===== config.mk =====
export PLATFORM = sky130hd
export DESIGN_NAME = svpwm3_gate_seq
export DESIGN_NICKNAME = d
export VERILOG_FILES = /design/src/rtl/svpwm3_gate_seq.sv
export SDC_FILE = /design/constraint.sdc
export NUM_CORES = 1
export LEC_CHECK = 0
export BUFFER_PORTS_ARGS = -buffer_cell sky130_fd_sc_hd__buf_4
export CAP_MARGIN = 20
export CORE_MARGIN = 4
export CORE_UTILIZATION = 30
export CTS_BUF_LIST = sky130_fd_sc_hd__clkbuf_16
export DETAILED_ROUTE_END_ITERATION = 8
export SYNTH_ARGS = -nofsm -noshare
export SYNTH_HDL_FRONTEND = slang
export SYNTH_SLANG_ARGS = --single-unit

===== constraint.sdc =====
create_clock -name clk -period 22.9 [get_ports clk]
set_clock_uncertainty 0.15 [all_clocks]
set_input_delay 3.435 -clock clk [delete_from_list [all_inputs] [get_ports clk]]
set_output_delay 3.435 -clock clk [all_outputs]
set_load 0.01 [all_outputs]

===== src/rtl/svpwm3_gate_seq.sv =====
module svpwm3_gate_seq #(
  parameter int TW = 16
) (
  input  logic          clk,
  input  logic          rst_n,
  input  logic [TW-1:0] dwell_a,
  input  logic [TW-1:0] dwell_b,
  input  logic [TW-1:0] dwell_z,
  input  logic [5:0]    code_a,
  input  logic [5:0]    code_b,
  input  logic [5:0]    code_z_first,
  input  logic [5:0]    code_z_mid,
  input  logic [5:0]    code_z_last,
  output logic [2:0]    up_out,
  output logic [2:0]    up_in,
  output logic [2:0]    dn_in,
  output logic [2:0]    dn_out,
  output logic          period_done
);

  localparam int CW    = TW + 1;
  localparam int NSEG  = 7;
  localparam int NPH   = 3;

  logic          run;
  logic [TW-1:0] lta, ltb, ltz;
  logic [5:0]    lca, lcb, lzf, lzm, lzl;
  logic [2:0]    seg;
  logic [CW-1:0] rem;
  logic [5:0]    cur;

  function automatic logic [CW-1:0] seg_len(input logic [2:0] k,
      input logic [TW-1:0] ta, input logic [TW-1:0] tb, input logic [TW-1:0] tz);
    logic [TW-1:0] zt;
    logic [CW-1:0] ctr;
    zt  = tz / TW'(3);
    ctr = CW'(tz) - {zt, 1'b0} + CW'(ta[0]) + CW'(tb[0]);
    if (ta == '0 && tb == '0 && tz == '0) ctr = CW'(1);
    case (k)
      3'd0, 3'd6: seg_len = CW'(zt);
      3'd1, 3'd5: seg_len = CW'(ta >> 1);
      3'd2, 3'd4: seg_len = CW'(tb >> 1);
      default:    seg_len = ctr;
    endcase
  endfunction

  function automatic logic [3:0] first_nz(input logic [3:0] from,
      input logic [TW-1:0] ta, input logic [TW-1:0] tb, input logic [TW-1:0] tz);
    first_nz = 4'(NSEG);
    for (int k = NSEG - 1; k >= 0; k--)
      if (4'(k) >= from && seg_len(3'(k), ta, tb, tz) != '0) first_nz = 4'(k);
  endfunction

  function automatic logic [5:0] code_of(input logic [2:0] k, input logic [5:0] ca,
      input logic [5:0] cb, input logic [5:0] zf, input logic [5:0] zm, input logic [5:0] zl);
    case (k)
      3'd0:       code_of = zf;
      3'd1, 3'd5: code_of = ca;
      3'd2, 3'd4: code_of = cb;
      3'd3:       code_of = zm;
      default:    code_of = zl;
    endcase
  endfunction

  logic [3:0] nxt, start_s;
  logic       load;

  assign nxt         = first_nz({1'b0, seg} + 4'd1, lta, ltb, ltz);
  assign start_s     = first_nz(4'd0, dwell_a, dwell_b, dwell_z);
  assign period_done = run && rem == CW'(1) && nxt == 4'(NSEG);
  assign load        = !run || period_done;

  always_ff @(posedge clk or negedge rst_n) begin
    if (!rst_n) begin
      run <= 1'b0;
      lta <= '0; ltb <= '0; ltz <= '0;
      lca <= '0; lcb <= '0; lzf <= '0; lzm <= '0; lzl <= '0;
      seg <= '0;
      rem <= '0;
      cur <= '0;
    end else if (load) begin
      run <= 1'b1;
      lta <= dwell_a; ltb <= dwell_b; ltz <= dwell_z;
      lca <= code_a; lcb <= code_b;
      lzf <= code_z_first; lzm <= code_z_mid; lzl <= code_z_last;
      seg <= start_s[2:0];
      rem <= seg_len(start_s[2:0], dwell_a, dwell_b, dwell_z);
      cur <= code_of(start_s[2:0], code_a, code_b, code_z_first, code_z_mid, code_z_last);
    end else if (rem == CW'(1)) begin
      seg <= nxt[2:0];
      rem <= seg_len(nxt[2:0], lta, ltb, ltz);
      cur <= code_of(nxt[2:0], lca, lcb, lzf, lzm, lzl);
    end else begin
      rem <= rem - CW'(1);
    end
  end

  for (genvar p = 0; p < NPH; p++) begin : g_leg
    logic [1:0] ph;
    assign ph        = cur[2*p +: 2];
    assign up_out[p] = ph == 2'b01;
    assign dn_out[p] = ph == 2'b11;
    assign up_in[p]  = !dn_out[p];
    assign dn_in[p]  = !up_out[p];
  end

  a_r1_idle_mid: assert property (@(posedge clk) disable iff (!rst_n)
    !run |-> (cur == 6'd0 && !period_done));

  a_r3_pairs: assert property (@(posedge clk) disable iff (!rst_n)
    ((up_out ^ dn_in) == 3'b111) && ((up_in ^ dn_out) == 3'b111));

  a_r4_forward: assert property (@(posedge clk) disable iff (!rst_n)
    (run && rem == CW'(1) && !period_done) |=> seg > $past(seg));

  a_r5_live_seg: assert property (@(posedge clk) disable iff (!rst_n)
    run |-> rem != '0);

  a_r6_steady: assert property (@(posedge clk) disable iff (!rst_n)
    (run && rem > CW'(1)) |=> $stable(cur));

  a_r7_sample: assert property (@(posedge clk) disable iff (!rst_n)
    period_done |=> (lta == $past(dwell_a) && ltb == $past(dwell_b) &&
                     ltz == $past(dwell_z) && lca == $past(code_a)));

  a_r7_hold: assert property (@(posedge clk) disable iff (!rst_n)
    (run && !period_done) |=> ($stable(lta) && $stable(ltb) && $stable(ltz) &&
                               $stable(lca) && $stable(lcb) && $stable(lzm)));

endmodule


Yosys cells after proc, flatten, opt, wreduce, memory -nomap -nowiden
Index checks and enable logic that the tools add are counted.
- register bits: 105
- input bits: 80
- memory bits (read-only): 0
- memory bits (writable): 0
- memories kept: 0
- output and inout bits: 13
- word-level logic and storage cells: 116
- bits in latches: 0
- shift-type cells: 0
- add/subtract/negate cells: 8
- reductions and logical operators: 44
- div/mod/pow operators: 2
- $lt $le $gt $ge: 7
- eq/ne operators: 20
- bitwise gates (word level): 0
- multiply operators: 0
- multiplexer cells: 23
- operator list (kind ; count):
    17-bit nonzero test ; 8
    17-bit one-hot mux with 3 select lines ; 2
    16-bit logical NOT ; 6
    17-bit by 1-bit adder with 17-bit output ; 4
    17-bit two-way mux ; 4
    6-bit one-hot mux with 4 select lines ; 2
    16-bit by 17-bit subtractor with 17-bit output ; 2
    16-bit by 2-bit divider with 16-bit output (second input constant) ; 2
    3-bit two-way mux ; 10
    3-bit == test (second input constant) ; 7
    17-bit by 1-bit == test with 1-bit output (second input constant) ; 1
    17-bit by 1-bit subtractor with 17-bit output (second input constant) ; 1
    1-bit logical AND ; 13
    3-bit by 2-bit == test with 1-bit output (second input constant) ; 4
    3-bit by 4-bit >= comparator with 1-bit output (first input constant) ; 3
    6-bit two-way mux ; 2
    2-bit OR reduction ; 6
    1-bit by 4-bit >= comparator with 1-bit output (first input constant) ; 2
    2-bit by 4-bit >= comparator with 1-bit output (first input constant) ; 2
    1-bit logical NOT ; 7
    2-bit by 1-bit == test with 1-bit output (second input constant) ; 3
    2-bit == test (second input constant) ; 3
    3-bit by 1-bit == test with 1-bit output (second input constant) ; 2
    3-bit logical NOT ; 2
    5 further kinds ; 6

Depth between registers and ports, before layout
Gate-level depths: netlist (run 1).
- depth after elaboration: 16
- depth in mapped cells: 42
- depth with buffers taken out: 38

Worst setup path after synthesis (run 1)
Ideal clock, no wire load.
- kind: input to register
- start: in dwell_z[12]
- end: reg cur[0]
- data required time: 22.626 ns
- stages: 39
- library setup time: 0.124 ns
- path buffers: 3
- arrival: 11.874 ns
- setup slack: 10.752 ns
- cell sequence: buf_6 > nor4b_1 > a2111oi_2 > a311o_1 > o32ai_2 > a211oi_2 > a221o_1 > o31ai_1 > buf_2 > a211oi_1 > nor4b_1 > or3_1 > a32o_1 > inv_1 > ha_1 > a41oi_1 > o21ai_0 > or3_1 > (+3 left out) > o21ai_0 > ha_1 > ha_1 > nor2b_1 > o21ai_0 > a21boi_0 > o32ai_1 > o21ai_0 > a31o_2 > a311oi_1 > a21oi_1 > xor2_1 > nor2_1 > a2111oi_0 > nand3_1 > nor2_1 > o31ai_1 > o21bai_1
- cells in the longest elaborated chain, start to end: 14
- elaborated cells between the ends (all ways): 23
- ends and longest elaborated chain (item ; line ; text):
    start, declared ; 8 ; input logic [TW-1:0] dwell_z,
    16-bit by 2-bit divider with 16-bit output ; 36 ; zt = tz / TW'(3);
    16-bit by 17-bit subtractor with 17-bit output ; 37 ; ctr = CW'(tz) - {zt, 1'b0} + CW'(ta[0]) + CW'(tb[0]);
    17-bit by 1-bit adder with 17-bit output (2 in series) ; - ;
    17-bit two-way mux ; 38 ; if (ta == '0 && tb == '0 && tz == '0) ctr = CW'(1);
    17-bit nonzero test ; 51 ; if (4'(k) >= from && seg_len(3'(k), ta, tb, tz) != '0) first_nz = 4'(k);
    3-bit two-way mux (3 in series) ; 51 ;
    3-bit two-way mux (*) ; 51 ;
    3-bit by 2-bit == test with 1-bit output, or another cell as far along ; 56 ; case (k)
    2-bit OR reduction ; 56 ;
    6-bit one-hot mux with 4 select lines (*) ; 56 ;
    6-bit two-way mux (*) ; 81 ; end else if (load) begin
    end signal, assigned ; 88 ; cur <= code_of(start_s[2:0], code_a, code_b, code_z_first, code_z_mid, code_z_last);
    end signal, assigned ; 92 ; cur <= code_of(nxt[2:0], lca, lcb, lzf, lzm, lzl);
    end, declared ; 30 ; logic [5:0] cur;
Every way passes the cells marked *; elsewhere a longest branch is shown, timed or not.
A chain may end at the register's enable or synchronous reset.

Worst setup path in the final report (run 1)
- start: reg ltz[14]
- end: out period_done
- cells in the longest elaborated chain, start to end: 13
- elaborated cells between the ends (all ways): 21
- ends and longest elaborated chain (item ; line ; text):
    start, declared ; 26 ; logic [TW-1:0] lta, ltb, ltz;
    start signal, assigned ; 83 ; lta <= dwell_a; ltb <= dwell_b; ltz <= dwell_z;
    16-bit by 2-bit divider with 16-bit output ; 36 ;
    16-bit by 17-bit subtractor with 17-bit output ; 37 ;
    17-bit by 1-bit adder with 17-bit output ; - ;
    17-bit by 1-bit adder with 17-bit output ; 37 ;
    17-bit two-way mux ; 38 ;
    17-bit nonzero test ; 51 ;
    1-bit logical AND ; 51 ;
    3-bit two-way mux (3 in series) ; 51 ;
    3-bit two-way mux (*) ; 51 ;
    3-bit == test (*) ; 70 ; assign period_done = run && rem == CW'(1) && nxt == 4'(NSEG);
    1-bit logical AND (*) ; 70 ;
    end, declared ; 18 ; output logic period_done
Marked as above.

==> results of run 1 <==
[placed cells by master (no fill, tap or decap), types with 10 or more instances in the layout]
| cell | instances |
|---|---|
| and3_1 | 15 |
| xnor2_1 | 28 |
| and2_1 | 12 |
| mux2i_1 | 11 |
| a211oi_1 | 15 |
| buf_4 | 103 |
| nand2_1 | 307 |
| a21oi_1 | 77 |
| xor2_1 | 23 |
| a31oi_1 | 13 |
| nor2b_1 | 15 |
| nand3_1 | 37 |
| nand4_1 | 24 |
| o31ai_1 | 18 |
| nor4_1 | 29 |
| inv_1 | 59 |
| o22a_1 | 10 |
| ha_1 | 68 |
| o21a_1 | 27 |
| nand2b_1 | 25 |
| a221oi_1 | 16 |
| nor2_1 | 127 |
| nor3_1 | 38 |
| dfrtp_1 | 105 |
| or3_1 | 11 |
| a21boi_0 | 12 |
| o211ai_1 | 22 |
| a21o_1 | 11 |
| o21ai_0 | 105 |
| a22oi_1 | 14 |
[synth_stat cells, drive strengths merged, types with 8 or more instances]
master,n,area share [%]
ha,68,7.4
o31ai,20,1.5
o21a,27,1.8
inv,59,1.9
nand2,309,10
nor4,31,1.8
mux2i,11,0.96
clkbuf,49,1.6
xnor2,28,2.1
a221oi,16,1.2
a211oi,17,1.2
a21oi,77,3.4
a31oi,15,0.93
a21boi,12,0.79
a21o,11,0.72
dfrtp,105,23
o211ai,22,1.4
nor2b,15,0.82
o31a,8,0.62
nand4,24,1.3
a22oi,14,0.92
a32oi,9,0.69
buf,49,2.7
and3,15,0.82
or3,11,0.60
o21ai,110,4.9
or2,8,0.44
nor3,40,1.8
and2,14,0.77
nand3,39,1.8
nand2b,25,1.4
xor2,23,1.8
o22ai,9,0.55
nor2,127,4.2
o22a,10,0.77
[how the worst min path moves through the flow]
stage / end / cells after the start / slack (ns) / startpoint
final: lcb[4]$_DFFE_PN0N_ / 2 / 0.33 / lcb[4]$_DFFE_PN0N_
after global routing: lzm[0]$_DFFE_PN0N_ / 2 / 0.35 / lzm[0]$_DFFE_PN0N_
after CTS: lcb[0]$_DFFE_PN0N_ / 2 / 0.33 / lcb[0]$_DFFE_PN0N_
after detailed placement: lzf[2]$_DFFE_PN0N_ / 2 / 0.31 / lzf[2]$_DFFE_PN0N_
after global placement: lzf[3]$_DFFE_PN0N_ / 2 / 0.30 / lzf[3]$_DFFE_PN0N_
after floorplan: lzf[0]$_DFFE_PN0N_ / 2 / 0.28 / lzf[0]$_DFFE_PN0N_
[worst max-delay path, delay by kind of cell (launching register included)]
kind | cells | cell delay, ns
AOI/OAI and AO/OA | 14 | 3.79
and+or+nand+nor | 9 | 2.62
buffers and inverters | 4 | 0.95
DFF | 1 | 0.74
adders and majority gates | 3 | 0.71
xor gates and xnor gates | 1 | 0.15
[logic make-up after synthesis]
kind of cell | synth area share, %
adders and majority gates | 7.89
other | 0.0328
DFF | 23.0
xor gates and xnor gates | 3.91
buffers and inverters | 6.26
and+or+nand+nor | 28.6
muxes | 1.56
AOI/OAI and AO/OA | 28.7
[layer usage]
metal  global-route usage [%]  vias to the layer above  part of all wire, %
met5                        0                        -                    0
met4                     5.47                        0                  2.6
met3                     2.75                       64                  6.9
met2                     29.6                      468                   46
met1                     26.5                     5808                   45
li1                         -                     5743                    -
[flip-flops by register name, summed over array words and instances, names as in the netlist]
signal,cells
cur,6
lca,6
lcb,6
lta,16
ltb,16
ltz,16
lzf,6
lzl,6
lzm,6
rem,17
run,1
seg,3
[through the flow]
stage	instances	cell area [um2]	utilization [%]	total power [W]	setup WS, ns
2_1_floorplan	1560	11400	-	0.000582	10.75
3_3_place_gp	2076	12400	32.9	0.000701	9.93
3_5_place_dp	2076	12400	32.9	0.000705	9.94
4_1_cts	2092	12700	33.8	0.000873	10.06
5_1_grt	2092	12700	33.8	0.000942	9.28
6_report	2092	12700	33.8	0.000879	9.92
[power breakdown]
| group | internal [W] | switching (W) |
|---|---|---|
| registers | 0.000206 | 0.0000292 |
| clock network | 0.0000791 | 0.0000869 |
| logic | 0.000187 | 0.000291 |
[layout make-up]
| class | count | area [um2] | share of cell area, % |
|---|---|---|---|
| clock buffers | 9 | 225 | 1.78 |
| clock inverters | 7 | 91.3 | 0.720 |
| inverters | 60 | 225 | 1.78 |
| multi-input cells | 1297 | 8100 | 63.9 |
| flip-flops and latches | 105 | 2630 | 20.7 |
| well taps | 511 | 639 | 5.04 |
| repair buffers | 103 | 773 | 6.10 |
==> metrics.csv, run 1 <==
stage,metric,value,unit
drt,post_detailed_route_wirelength_per_cell,19.0,um
timing,final_period_minus_worst_setup_slack,12.98,ns
critical_path,critPathLaunchType,flop,
floorplan,floorplan.die.width,203,um
clocking,numCtsBuffers,9,
final_layout,diodes,0,
critical_path,worst_r2r_startpoint,ltz[14]$_DFFE_PN0N_,
status,status,completed,
critical_path,cp.required,19.32,ns
critical_path,rr_endpoint,rem[0]$_DFF_PN0_,
critical_path,timing.reg2reg.setup_slack,11.90,ns
clocking,count_of_hold_fix_buffers_inserted_at_cts,0,
drt,drt_iter0_drc,1210,
clocking,clock_tree.htree_level_count,3,
timing,finalHoldWorstSlack,0.326,ns
critical_path,critical_path.endpoint,period_done,
timing,setup_tns,0,ns
global_route,maximum_number_of_pins_on_one_net_before_global_route_repair,98,
global_route,globalRouteTotalUtil,18.7,%
synthesis,post_synth_edffs,0,
timing,slew_hr,32.9,%
critical_path,setup.worst_path.class,reg2out,
synthesis,count_of_unique_library_cells_instantiated_by_yosys,103,
timing,count_of_endpoints_failing_setup_in_the_final_report,0,
hold_path,hp-class,reg2reg,
synthesis,asyncSetResetFlopFracSynth,100,%
floorplan,design.core.area,0.0376,mm2
global_route,number_of_antenna_violations_at_the_first_check_in_global_routing,1,
clocking,cts.repair.resized,0,
drt,routed_via_density,5.78,
drt,remaining_drc_errors,0,
critical_path,timing.critical_path.slowest_stage_cell,dfrtp_1,
synthesis,synth.cell_area,0.0114,mm2
critical_path,critical-path-max-stage-delay,0.74,ns
synthesis,synth_flop_cell,dfrtp_1,
global_route,grt_pass1_vias,11432,
floorplan,initial_utilization,30.4,%
global_route,grt_overflow_total,0,
critical_path,critical_path.max_fanout,18,
timing,slew_limit_fails,0,
clocking,ctsLongestPathBuffers,2,
floorplan,die_ar,0.0413,mm2
place,hpwlAfterDp,30200,um
power_and_ir_drop,worst_ir_drop_vdd,0.0375,mV
synthesis,syn_inst,1560,
power_and_ir_drop,static-leakage-power,5.47,nW
clocking,path_clk_slew,0.09,ns
clocking,post_cts_buffers,0,
timing,final_hold_viol_count,0,
clocking,clkLatencyLatePin,0.37,ns
synthesis,synth-seq-cells,105,
clocking,clock_sink_count,105,
floorplan,top_level_ports,93,
critical_path,worst-r2r-cell-count,34,
flow_run,drv.max_cap_violation_count,0,
final_layout,num-nets-final,1726,
place,gp_routability_congestion,0.961,
timing,rsz0062_at_grt,false,
critical_path,crit_top_cell,ha_1,
drt,finalWirelength,39800,um
final_layout,area_growth_syn_to_layout,11.0,%
timing,worstMarginPinSlew,1.01,ns
power_and_ir_drop,power_density,69.3,mW/mm2
floorplan,row_count,71,
synthesis,synth_warnings,0,
place,numPortBuffers,92,
critical_path,crit_path_start,ltz[14]$_DFFE_PN0N_,
floorplan,die_height,203,um
final_layout,drive_gt1_share,10.4,%
global_route,grt_pass1_wl,62700,um
synthesis,yosysSeqAreaShare,23.0,%
critical_path,arrival,9.39,ns
drt,routed-via-count,12083,
critical_path,timing.critical_path.to_type,primary output,
synthesis,mappedNetlistNets,1710,
synthesis,postSynthAreaPerCell,7.32,um2
drt,drt.antenna.violating_nets,0,
drt,drt_first_pass_iters,5,
clocking,cts_tree,built,
final_layout,num-fill-cells,3957,
timing,post-route-period-util,56.7,%
timing,max_freq,0.0770,GHz
clocking,clock-root-buffer,clkbuf_16,
Note: power is estimated with default switching activity, not from simulation.
==> run 2: changes to the inputs <==
Settings changed: ABC_AREA set to 1.
Clock period 22.9 ns to 11.5 ns, I/O delays scaled along.
==> run 2 against run 1 <==
Effect of this change: combinational power is 90% higher; non-clock buffer count increased by 23; critical path depth rose by 46; final cell count hardly changed; cell area shrank 8.6%; via count fell by 13%; sequential share of layout area is 2.0 points higher; first-iteration DRC count down 29%; worst setup slack worse by 9.1 ns; die area down 14%; flip-flop and latch count is the same; largest cell class unchanged; largest power group unchanged; highest routed layer unchanged.
==> metrics.csv, run 2 <==
stage,metric,value,unit
status,status,completed,
timing,slew_limit_fails,0,
global_route,met1_usage,24.7,%
flow_run,drv.max_cap_violation_count,0,
final_layout,largest-register,rem,
place,numPortBuffers,92,
final_layout,diodes,0,
floorplan,die_height,188,um
critical_path,crit_top_cell,nand2_1,
synthesis,asyncSetResetFlopFracSynth,100,%
synthesis,count_of_unique_library_cells_instantiated_by_yosys,47,
final_layout,area_growth_syn_to_layout,19.0,%
timing,final_hold_viol_count,0,
clocking,ctsLongestPathBuffers,2,
power_and_ir_drop,worst_ir_drop_vdd,0.0949,mV
timing,final_period_minus_worst_setup_slack,10.67,ns
critical_path,timing.critical_path.slowest_stage_cell,dfrtp_2,
critical_path,arrival,8.80,ns
global_route,grtUsageMet3,2.41,%
floorplan,die_ar,0.0354,mm2
floorplan,design.core.area,0.0318,mm2
synthesis,postSynthAreaPerCell,6.29,um2
synthesis,synth_flop_cell,dfrtp_1,
global_route,grt_overflow_total,0,
final_layout,area.sequential,0.00263,mm2
drt,finalWirelength,33300,um
timing,slew_hr,45.8,%
synthesis,largest_area_contributor_in_the_netlist,dfrtp_1,
final_layout,most_frequent_cells_in_the_layout,"nand2_1, inv_1, nor2_1",
clocking,clock_tree.htree_level_count,3,
clocking,path_clk_slew,0.08,ns
final_layout,multi_input_area,0.00628,mm2
timing,finalHoldWorstSlack,0.329,ns
global_route,grtUsageMet2,29.6,%
timing,max_freq,0.0937,GHz
critical_path,setup.worst_path.class,reg2out,
place,preCtsSetupSlack,0.174,ns
synthesis,synth.cell_area,0.00974,mm2
final_layout,design_area,0.0116,mm2
critical_path,critical_path.max_fanout,8,
floorplan,floorplan.die.width,188,um
timing,setup_tns,0,ns
synthesis,syn_inst,1550,
drt,post_detailed_route_wirelength_per_cell,15.9,um
hold_path,hp-class,reg2reg,
final_layout,num-nets-final,1804,
critical_path,cp.required,9.63,ns
final_layout,drive_gt1_share,14.6,%
floorplan,row_count,65,
clocking,cts_tree,built,
synthesis,netlist_top_cells_area,"dfrtp_1, nand2_1, ha_1, inv_1, nor2_1",
clocking,count_of_hold_fix_buffers_inserted_at_cts,0,
synthesis,synth.most_common_cell,nand2_1,
drt,routed_via_density,5.01,
global_route,grt_pass1_wl,51700,um
clocking,clock-root-buffer,clkbuf_16,
synthesis,synth-seq-cells,105,
floorplan,initial_utilization,30.6,%
drt,drt_first_pass_iters,5,
final_layout,largest_reg_flops,17,
drt,drt.antenna.violating_nets,0,
synthesis,yosysSeqAreaShare,27.0,%
drt,routed-via-count,10483,
timing,post-route-period-util,92.8,%
drt,drt_iter0_drc,862,
synthesis,post_synth_edffs,0,
critical_path,critical-path-max-stage-delay,0.42,ns
timing,count_of_endpoints_failing_setup_in_the_final_report,0,
global_route,maximum_number_of_pins_on_one_net_before_global_route_repair,97,
synthesis,synth_warnings,0,
synthesis,synth_top_cells_by_count,"nand2_1, inv_1, nor2_1",
global_route,globalRouteTotalUtil,18.0,%
power_and_ir_drop,power_density,144,mW/mm2
critical_path,critPathLaunchType,flop,
timing,worst_setup_slack_after_layout,0.827,ns
final_layout,leading_cell_type_in_the_layout_fill_and_taps_excluded,nand2_1,
place,placed_area,0.0108,mm2
final_layout,postLayoutCoreUtil,36.5,%
power_and_ir_drop,static-leakage-power,6.01,nW
timing,worstMarginPinSlew,0.812,ns
place,gp_routability_congestion,0.932,
hold_path,hold_start,lcb[5]$_DFFE_PN0N_,
clocking,numCtsBuffers,9,
global_route,grt_pass1_vias,9835,
clocking,clkLatencyLatePin,0.38,ns
floorplan,top_level_ports,93,
global_route,number_of_antenna_violations_at_the_first_check_in_global_routing,0,
clocking,clock_sink_count,105,
global_route,gr-max-usage-layer,met2,
critical_path,worst_r2r_startpoint,ltz[15]$_DFFE_PN0N_,
critical_path,crit_path_start,ltz[15]$_DFFE_PN0N_,
synthesis,mappedNetlistNets,1700,
drt,remaining_drc_errors,0,
synthesis,yosysTopAreaCellShare,27.0,%
critical_path,timing.reg2reg.setup_slack,1.66,ns
place,hpwlAfterDp,26200,um
critical_path,timing.critical_path.to_type,primary output,
final_layout,num-fill-cells,3456,
==> run 2: cell count changes in the layout (fill, tap and decap cells not counted), sizes merged, moves of 24 or more <==
cell,before,now
nand2b,25,0
nor2,127,186
o21a,27,1
nand3,39,79
xnor2,28,4
inv,61,235
nand4,24,50
nand2,309,490
==> run 2: cells by family after synthesis <==
group | after synthesis | share of synthesized area (%)
other | 1 | 0.0385
adders and majority gates | 70 | 9.14
AOI/OAI and AO/OA | 220 | 12.6
and+or+nand+nor | 869 | 38.1
xor gates and xnor gates | 15 | 1.35
buffers and inverters | 270 | 11.8
DFF | 105 | 27.0
==> run 2: per-layer routing <==
metal  part of all wire, %  up-vias
li1                      -     5230
met1                    46     4908
met2                    47      297
met3                   5.0       48
met4                   2.2        0
met5                     0        -
==> run 2: cell type report <==
| cell class | count | share of cell area, % |
|---|---|---|
| inverters | 237 | 7.70 |
| repair buffers | 126 | 8.35 |
| multi-input cells | 1175 | 54.1 |
| well taps | 435 | 4.70 |
| clock buffers | 9 | 1.94 |
| clock inverters | 7 | 0.475 |
| flip-flops and latches | 105 | 22.7 |
==> run 2: repair_timing <==
item | CTS | global route
endpoints found under the setup margin | 0 | 8
resized for setup | 0 | 88
buffers inserted | 0 | 23
==> run 2: per-stage QoR <==
step                      power [W]  std cells
after floorplan             0.00104       1550
after global placement      0.00125       2054
after detailed placement    0.00127       2054
after CTS                   0.00158       2070
after global routing        0.00181       2094
final                       0.00167       2094
==> run 2: final timing paths <==
kind,endpoint,cells after the start
min in group asynchronous,cur[3]$_DFFE_PN0P_,1
max in group asynchronous,ltz[14]$_DFFE_PN0N_,2
min reg2reg,lcb[5]$_DFFE_PN0N_,2
max reg2reg,rem[5]$_DFF_PN0_,78
max,period_done,77
min,lcb[5]$_DFFE_PN0N_,2
==> run 2: power breakdown <==
part | switching, W | internal (W)
Combinational | 0.000580 | 0.000330
Sequential | 0.0000374 | 0.000411
Clock | 0.000160 | 0.000149
==> run 2: critical path: cells and delay by family (launching register included) <==
family	cells	cell delay, ns
buffers and inverters	8	0.57
DFF	1	0.42
AOI/OAI and AO/OA	15	1.74
adders and majority gates	3	0.62
and+or+nand+nor	51	5.12
==> run 3: changes to the inputs <==
Clock period 11.5 ns to 8.9 ns, I/O delays scaled along.
==> run 3 against run 2 <==
Effect of this change: the run now ends with setup timing left; sequential power rose by 29%; critical path type unchanged; non-clock buffer count rose by 285; highest routed layer unchanged; clock power rose by 36%; largest cell class unchanged; global-route usage rose by 1.8 points.
==> metrics.csv, run 3 (same netlist as run 2, synthesis figures left out) <==
stage,metric,value,unit
hold_path,whs_endpoint,lcb[2]$_DFFE_PN0N_,
critical_path,critical_path.max_fanout,4,
final_layout,largest-register,rem,
critical_path,worst_r2r_startpoint,ltz[14]$_DFFE_PN0N_,
hold_path,hp-class,reg2reg,
timing,slew_hr,28.2,%
critical_path,timing.critical_path.slowest_stage_cell,dfrtp_1,
critical_path,cp.buffers_inverters,13,
drt,post_detailed_route_wirelength_per_cell,15.9,um
global_route,grt_pass1_wl,57300,um
place,preCtsSetupSlack,-1.11,ns
critical_path,timing.reg2reg.setup_slack,-0.27,ns
power_and_ir_drop,static-leakage-power,7.59,nW
flow_run,drv.max_cap_violation_count,0,
timing,final_period_minus_worst_setup_slack,9.84,ns
final_layout,stdcell_count,2380,
place,placed_cells,2204,
critical_path,crit_top_cell,nand2_2,
timing,count_of_endpoints_failing_setup_in_the_final_report,26,
drt,drt_first_pass_iters,6,
place,hpwlAfterDp,27100,um
place,numPortBuffers,92,
drt,routed-via-count,11757,
drt,finalWirelength,38000,um
hold_path,hold_start,lcb[2]$_DFFE_PN0N_,
global_route,maximum_number_of_pins_on_one_net_before_global_route_repair,56,
final_layout,postLayoutCoreUtil,46.2,%
final_layout,leading_cell_type_in_the_layout_fill_and_taps_excluded,nand2_1,
final_layout,largest_reg_flops,17,
status,status,"finished, violations left",
timing,rsz0062_at_grt,true,
timing,worst_setup_slack_after_layout,-0.943,ns
critical_path,critPathLaunchType,flop,
floorplan,design.core.area,0.0318,mm2
place,gp_routability_congestion,0.910,
power_and_ir_drop,worst_ir_drop_vdd,0.0970,mV
hold_path,min_path_cells,2,
clocking,cts_tree,built,
clocking,count_of_hold_fix_buffers_inserted_at_cts,0,
global_route,grt_overflow_total,0,
clocking,path_clk_slew,0.09,ns
final_layout,diodes,0,
critical_path,worst-r2r-cell-count,80,
floorplan,die_height,188,um
timing,post-route-period-util,111,%
status,violations,setup timing,
global_route,number_of_antenna_violations_at_the_first_check_in_global_routing,0,
clocking,clock_tree.htree_level_count,3,
floorplan,top_level_ports,93,
power_and_ir_drop,power_density,189,mW/mm2
final_layout,drive_gt1_share,34.1,%
critical_path,cp.required,7.41,ns
floorplan,die_ar,0.0354,mm2
final_layout,area_growth_syn_to_layout,50.8,%
global_route,globalRouteTotalUtil,19.8,%
clocking,numCtsBuffers,9,
floorplan,row_count,65,
timing,finalHoldWorstSlack,0.328,ns
critical_path,arrival,8.36,ns
final_layout,multi_input_area,0.00691,mm2
clocking,clock_sink_count,105,
final_layout,num-nets-final,2090,
floorplan,initial_utilization,30.6,%
critical_path,setup.worst_path.class,reg2out,
drt,drt_iter0_drc,1017,
final_layout,area.sequential,0.00263,mm2
global_route,grt_pass1_vias,11279,
timing,max_freq,0.102,GHz
final_layout,num-fill-cells,3178,
critical_path,rr_endpoint,cur[3]$_DFFE_PN0P_,
drt,remaining_drc_errors,0,
clocking,clkLatencyLatePin,0.37,ns
drt,drt.antenna.violating_nets,0,
clocking,ctsLongestPathBuffers,2,
final_layout,most_frequent_cells_in_the_layout,"nand2_1, buf_4, inv_1",
clocking,clock-root-buffer,clkbuf_16,
drt,routed_via_density,4.94,
floorplan,floorplan.die.width,188,um
critical_path,timing.critical_path.to_type,primary output,
timing,worstMarginPinSlew,1.07,ns
critical_path,critical-path-max-stage-delay,0.44,ns
timing,final_hold_viol_count,0,
critical_path,kind_of_cell_adding_the_most_delay_to_the_critical_path,simple AND/OR/NAND/NOR gates,
timing,slew_limit_fails,0,
run 3: how the worst max path moves through the flow:
stage | startpoint | end | slack (ns) | cells past startpoint
after floorplan | dwell_z[15] | cur[2]$_DFFE_PN0P_ | 0.0008 | 83
after global placement | dwell_z[15] | cur[4]$_DFFE_PN0P_ | -0.84 | 84
after detailed placement | dwell_z[15] | cur[1]$_DFFE_PN0P_ | -1.11 | 84
after CTS | ltz[14]$_DFFE_PN0N_ | period_done | -0.96 | 76
after global routing | ltz[14]$_DFFE_PN0N_ | period_done | -1.70 | 73
final | ltz[14]$_DFFE_PN0N_ | period_done | -0.94 | 72
run 3: timing repair:
| item | 4_1_cts | 5_1_grt |
|---|---|---|
| cloned | 0 | 8 |
| endpoints found under the hold margin | 0 | 0 |
| endpoints found under the setup margin | 21 | 105 |
| pin swaps | 77 | 87 |
| resized for setup | 87 | 184 |
| setup buffers | 120 | 33 |
run 3: area by class of cell:
class	count	share of cell area, %
Tap cell	435	3.70
Timing Repair Buffer	411	23.1
Clock buffer	9	1.53
Inverter	237	6.23
Clock inverter	7	0.545
Multi-Input combinational cell	1176	47.0
Sequential cell	105	17.9
run 3: tightest hold or removal path, delay by kind of cell (launching register included):
family	cells	cell delay [ns]
DFF	1	0.35
and+or+nand+nor	2	0.10
run 3: power breakdown:
group          internal [W]  switching (W)  leakage (nW)
clock              0.000202       0.000219         0.146
sequential         0.000531      0.0000490          1.27
combinational      0.000844       0.000933          6.18
total               0.00158        0.00120          7.59
run 3: layer usage:
metal,global-route usage (%),vias to the layer above,part of all wire (%)
li1,-,5804,-
met1,27.0,5482,43
met2,32.9,382,48
met3,2.04,89,5.7
met4,6.72,0,3.1
met5,0,-,0
run 3: stage by stage:
stage               power, W  cell area, um2  setup TNS, ns
floorplan            0.00136            9820              0
global placement     0.00189           12100          -5.97
detailed placement   0.00190           12100          -8.39
CTS                  0.00253           13600          -1.21
global route         0.00299           14700         -74.29
finish               0.00278           14700          -4.90
